--- src/rtl/bcs_pkg.sv ---
package bcs_pkg;
    localparam int STATE_W = 3;

    typedef enum logic [STATE_W-1:0] {
        BS_IDLE = 3'd0,
        BS_T1   = 3'd1,
        BS_T2   = 3'd2,
        BS_TW   = 3'd3,
        BS_T3   = 3'd4,
        BS_T4   = 3'd5
    } bstate_e;

    typedef struct packed {
        bstate_e st;
        logic    is_wr;
        logic    rd_n;
        logic    wr_n;
        logic    ale;
        logic    done;
    } seq_regs_t;
endpackage

--- src/rtl/bcs_wait_latch.sv ---
module bcs_wait_latch (
    input  logic clk,
    input  logic rst_n,
    input  logic in_t2,
    input  logic ready,
    output logic wait_req
);
    logic wait_d, wait_q;

    // Falling-edge capture of READY while the command phase is active.
    always_comb begin
        wait_d = 1'b0;
        if (in_t2) wait_d = ~ready;
    end

    always_ff @(negedge clk or negedge rst_n) begin
        if (!rst_n) wait_q <= 1'b0;
        else        wait_q <= wait_d;
    end

    assign wait_req = wait_q;
endmodule

--- src/rtl/bcs_seq_ctrl.sv ---
module bcs_seq_ctrl
    import bcs_pkg::*;
(
    input  logic    clk,
    input  logic    rst_n,
    input  logic    start_req,
    input  logic    wr_sel,
    input  logic    ready,
    input  logic    t2_wait,
    output bstate_e st,
    output logic    rd_n,
    output logic    wr_n,
    output logic    ale,
    output logic    done
);
    seq_regs_t r_d, r_q;
    logic      strobe_on;

    always_comb begin
        r_d = r_q;
        unique case (r_q.st)
            BS_IDLE: if (start_req) begin
                         r_d.st    = BS_T1;
                         r_d.is_wr = wr_sel;
                     end
            BS_T1:   r_d.st = BS_T2;
            BS_T2:   r_d.st = t2_wait ? BS_TW : BS_T3;
            BS_TW:   r_d.st = ready ? BS_T3 : BS_TW;
            BS_T3:   r_d.st = BS_T4;
            BS_T4:   r_d.st = BS_IDLE;
            default: r_d.st = BS_IDLE;
        endcase
        strobe_on = (r_d.st == BS_T2) || (r_d.st == BS_TW) || (r_d.st == BS_T3);
        r_d.rd_n  = ~(strobe_on & ~r_d.is_wr);
        r_d.wr_n  = ~(strobe_on &  r_d.is_wr);
        r_d.ale   = (r_d.st == BS_T1);
        r_d.done  = (r_d.st == BS_T4);
    end

    always_ff @(posedge clk or negedge rst_n) begin
        if (!rst_n) begin
            r_q.st    <= BS_IDLE;
            r_q.is_wr <= 1'b0;
            r_q.rd_n  <= 1'b1;
            r_q.wr_n  <= 1'b1;
            r_q.ale   <= 1'b0;
            r_q.done  <= 1'b0;
        end else begin
            r_q <= r_d;
        end
    end

    assign st   = r_q.st;
    assign rd_n = r_q.rd_n;
    assign wr_n = r_q.wr_n;
    assign ale  = r_q.ale;
    assign done = r_q.done;

    p_start_r2: assert property (@(posedge clk) disable iff (!rst_n)
        (r_q.st == BS_IDLE && start_req) |=> (r_q.st == BS_T1));
    p_t1_next_r3: assert property (@(posedge clk) disable iff (!rst_n)
        (r_q.st == BS_T1) |=> (r_q.st == BS_T2));
    p_ale_r3: assert property (@(posedge clk) disable iff (!rst_n)
        r_q.ale |-> (r_q.st == BS_T1));
    p_tw_exit_r5: assert property (@(posedge clk) disable iff (!rst_n)
        (r_q.st == BS_TW && ready) |=> (r_q.st == BS_T3));
    p_tw_hold_r5: assert property (@(posedge clk) disable iff (!rst_n)
        (r_q.st == BS_TW && !ready) |=> (r_q.st == BS_TW));
    p_t3_r6: assert property (@(posedge clk) disable iff (!rst_n)
        (r_q.st == BS_T3) |=> (r_q.st == BS_T4));
    p_t4_r6: assert property (@(posedge clk) disable iff (!rst_n)
        (r_q.st == BS_T4) |=> (r_q.st == BS_IDLE));
    p_excl_r7: assert property (@(posedge clk) disable iff (!rst_n)
        !(!r_q.rd_n && !r_q.wr_n));
    p_done_pulse_r8: assert property (@(posedge clk) disable iff (!rst_n)
        r_q.done |=> !r_q.done);
    p_dir_hold_r9: assert property (@(posedge clk) disable iff (!rst_n)
        (r_q.st != BS_IDLE && r_q.st != BS_T1) |-> $stable(r_q.is_wr));
endmodule

--- src/rtl/bus_cycle_seq.sv ---
module bus_cycle_seq
    import bcs_pkg::*;
(
    input  logic               clk,
    input  logic               rst_n,
    input  logic               start_req,
    input  logic               wr_sel,
    input  logic               ready,
    output logic [STATE_W-1:0] bus_state,
    output logic               rd_n,
    output logic               wr_n,
    output logic               ale,
    output logic               done
);
    bstate_e st;
    logic    t2_wait;

    bcs_wait_latch u_wait (
        .clk      (clk),
        .rst_n    (rst_n),
        .in_t2    (st == BS_T2),
        .ready    (ready),
        .wait_req (t2_wait)
    );

    bcs_seq_ctrl u_ctrl (
        .clk       (clk),
        .rst_n     (rst_n),
        .start_req (start_req),
        .wr_sel    (wr_sel),
        .ready     (ready),
        .t2_wait   (t2_wait),
        .st        (st),
        .rd_n      (rd_n),
        .wr_n      (wr_n),
        .ale       (ale),
        .done      (done)
    );

    assign bus_state = st;

    p_t2_wait_r4: assert property (@(posedge clk) disable iff (!rst_n)
        (st == BS_T2 && t2_wait) |=> (st == BS_TW));
    p_t2_go_r4: assert property (@(posedge clk) disable iff (!rst_n)
        (st == BS_T2 && !t2_wait) |=> (st == BS_T3));
endmodule

--- config.mk ---
export PLATFORM = sky130hd
export DESIGN_NAME = bus_cycle_seq
export DESIGN_NICKNAME = d
export VERILOG_FILES = /design/src/rtl/bcs_pkg.sv /design/src/rtl/bcs_wait_latch.sv /design/src/rtl/bcs_seq_ctrl.sv /design/src/rtl/bus_cycle_seq.sv
export SDC_FILE = /design/constraint.sdc
export NUM_CORES = 1
export LEC_CHECK = 0
export ABC_AREA = 1
export BUFFER_PORTS_ARGS = -buffer_cell sky130_fd_sc_hd__buf_2
export CELL_PAD_IN_SITES_DETAIL_PLACEMENT = 0
export CELL_PAD_IN_SITES_GLOBAL_PLACEMENT = 1
export CORE_AREA = 2 2 39 41
export DETAILED_ROUTE_END_ITERATION = 8
export DIE_AREA = 0 0 41 43
export PLACE_DENSITY = 0.61
export SLEW_MARGIN = 30
export SYNTH_ARGS = -nofsm -noshare
export SYNTH_HDL_FRONTEND = slang
export SYNTH_SLANG_ARGS = --single-unit
export TNS_END_PERCENT = 20
--- constraint.sdc ---
create_clock -name clk -period 2.3 [get_ports clk]
set_input_delay 0.345 -clock clk [delete_from_list [all_inputs] [get_ports clk]]
set_output_delay 0.345 -clock clk [all_outputs]
set_load 0.005 [all_outputs]
**Word level (Yosys, flattened, before mapping)**

Cells that the tools add are included.

- Register bits: 9
- Latch bits: 0
- Bits in writable memories: 0
- Memory bits (read-only): 0
- Bits of input ports: 5
- Output and inout port bits: 7
- Word-level logic and storage cells: 31
- Memories kept: 0

- Add/sub/neg operators: 0
- $mul: 0
- Divide/modulo/power cells: 0
- Order comparisons: 0
- Eq/ne operators: 9
- Shift operators: 0
- Muxes and demuxes: 6
- Bitwise operators: 6
- Reductions and logical operators: 3

Operator list:

| operator | count |
|---|---|
| one-hot mux 3 bit (5 select lines) | 1 |
| equality test 3 x 2 -> 1 bit (second input constant) | 4 |
| equality test 3 bit (second input constant) | 3 |
| equality test 3 x 1 -> 1 bit (second input constant) | 2 |
| 2-to-1 mux 3 bit | 2 |
| 2-to-1 mux 4 bit | 1 |
| inverter 1 bit | 4 |
| logical NOT 3 bit | 1 |
| AND 1 bit | 2 |
| logical OR 1 bit | 2 |
| 2-to-1 mux 1 bit | 2 |

**Longest topological paths before layout**

- Depth after elaboration: 7
- Mapped depth: 5
- Depth with buffers taken out: 5

**Cells and area by module**

Synthesis repeated with hierarchy kept, for this count alone.

- Cell total of the unflattened synthesis: 48
- Area, all modules: 425.4 µm²

By module, submodules not included:

| module | times used | cells each | area an instance (µm²) | seq. area each (µm²) |
|---|---|---|---|---|
| bcs_seq_ctrl | 1 | 42 | 376.6 | 202.7 |
| bcs_wait_latch | 1 | 3 | 35.0 | 25.0 |
| bus_cycle_seq | 1 | 3 | 13.8 | 0.0 |

==> run summary <==
outcome: completed
Cells after Synth: 42
num rows: 14
Die ar.: 1760 um^2
Routed Antenna Nets: 0
HP Start: start_req
Worst-Skew Late Latency: 270 ps
max-slew violations: 0
hold bufs inserted after CTS: 1
drt pass-1 iters: 4
crit path launch type: flip-flop
Leak: 0.000262 uW
Die Y: 43 um
setup tns final: 0 ps
part of the Yosys area used for sequential elements: 0.580
total power: 585 uW
# diodes: 0
Vias: 314
DRC: 0
IO buf count: 11
Root Driver: clkbuf_4
CP Cell Sequence: inv_2 -> nand3_1 -> nor2_1
crit path launch: u_ctrl.st[2]$_DFF_PN0_
ys flop type: dfrtp_1
syn_area_per_cell: 9.35 um^2
top-count cell post-synth: nand2_1
gr usage total: 0.108
worst-margin pin slew: 261 ps
Area Overhead vs Synth: 22.6%
hold crit path type: in -> reg
post-synthesis cell area: 393 um^2
final setup violation count: 0
Die W: 41 um
placed insts: 66
share of layout cells above drive strength 1: 0.345
power per cell area: 1220 nW/um^2
Syn Nets: 47
Slowest cell on crit path: dfrtp_1
DR vias/cell: 4.42
FFs w/ async S/R, synth: 1.00
worst setup path class: reg -> reg
clock slew at reported path FFs: 70 ps
CTS buffer count: 3
synth cell count leaders: nand2_1 (7), dfrtp_1 (6), nor2_1 (6)
post_cts resized: 0
Crit path arrival time: 960 ps
library cells used by synthesis: 15
vias in the first global route: 279
total gr overflow: 0
Yosys top cell by area: dfrtp_1
Yosys top cell area share: 0.382
H-tree Lvls: 1
antenna violations before repair: 0
clock skew: 13.6 ps
worst path bufs/invs: 1
Clock Sinks: 9
Top delay family on crit path: flip-flops
TritonCTS clock tree: yes
critical path peak fanout: 7
Worst VDD drop: 0.354 mV
Yosys warning count: 0
RSZ-0062 raised after global routing: no
core area: 1380 um^2
DRT Wirelength: 739 um
routed len/inst: 10.4 um
first-pass GRT wire length: 1.18 mm
Finished Layout Cells: 71
Starting Density: 0.284
largest net degree at the start of global routing: 10
Final nets: 61
Seq cells post-synth: 9
GP Congestion: 0.710
normalized max-slew margin: 0.826
CTS Buffer Depth: 2
CP max stage delay: 440 ps
Iteration-0 DRC Markers: 8
number of synthesized flops with an enable pin: 0
Fin. Hold Viols: 0
setup bufs post-CTS: 0
io pins: 12
WP data required: 1280 ps
worst flop-to-flop path startpoint: u_ctrl.st[2]$_DFF_PN0_
Synth area leaders: dfrtp_1 (38%), dfstp_2 (13%), nand2_1 (6.7%)
Max Cap Viol: 0
crit end category: flip-flop
-- per-layer routing --
metal  vias up  GRT usage  routed length (um)
met5         -          0                   0
met4         0      0.100                  28
met3         4     0.0471                  44
met2         9      0.147                 337
met1       144      0.117                 328
li1        157          -                   -
-- final cells by class --
class	instances	area, um^2
clock buffers	4	26.3
fillers	149	902
inverters	6	22.5
multi-input cells	24	120
flip-flops and latches	9	228
well taps	16	20.0
repair buffers	12	65.1
-- placed cells by master (no fill, tap or decap) --
cell	instances
buf_2	11
clkbuf_1	1
clkbuf_4	3
dfrtn_1	1
dfrtp_1	6
dfstp_2	2
dlygate4sd3_1	1
inv_1	5
inv_2	1
nand2_1	7
nand2_2	1
nand3_1	3
nand4_1	2
nor2_1	6
nor3_2	1
o211ai_1	2
o21a_1	1
o21ai_1	1
-- where the power goes --
part	switching, uW	total [uW]	internal [uW]
Combinational	104	184	80.5
Clock	59.2	126	67.0
Sequential	49.7	275	225
Total	213	585	372
-- tightest hold or removal path, stage by stage --
cell	delay, ps
buf_2	110
nand3_1	110
inv_1	50
-- sequential cells by signal, indices dropped and copies added, names as in the netlist --
register and cells:
u_ctrl.wr_n 1, u_ctrl.r_q 1, u_ctrl.ale 1, u_ctrl.st 3, u_ctrl.rd_n 1, u_ctrl.done 1
u_wait.wait_req 1
-- cell families after synthesis --
logic type,after synthesis,synth area share
and+or+nand+nor,20,0.236
AOI/OAI and AO/OA,4,0.0700
buffers and inverters,9,0.115
DFF,9,0.580
-- stage by stage --
| stage | utilization | instance area [um^2] | hold slack [ps] | setup WS (ps) |
|---|---|---|---|---|
| after floorplan | - | 393 | 49.4 | 388 |
| after global placement | 0.322 | 445 | 207 | 314 |
| after detailed placement | 0.322 | 445 | 211 | 321 |
| after CTS | 0.348 | 482 | 374 | 315 |
| after global routing | 0.348 | 482 | 376 | 281 |
| final | 0.348 | 482 | 380 | 321 |
-- worst paths after layout --
check,end,slack [ps],cells past startpoint
max,u_wait.wait_req$_DFF_NN0_,320,3
min,u_ctrl.ale$_DFF_PN0_,380,3
max reg2reg,u_wait.wait_req$_DFF_NN0_,320,3
min reg2reg,u_ctrl.wr_n$_DFF_PN1_,480,1
max in group asynchronous,u_wait.wait_req$_DFF_NN0_,600,2
min in group asynchronous,u_ctrl.ale$_DFF_PN0_,460,2
No activity file was read; power rests on OpenSTA's default activity.
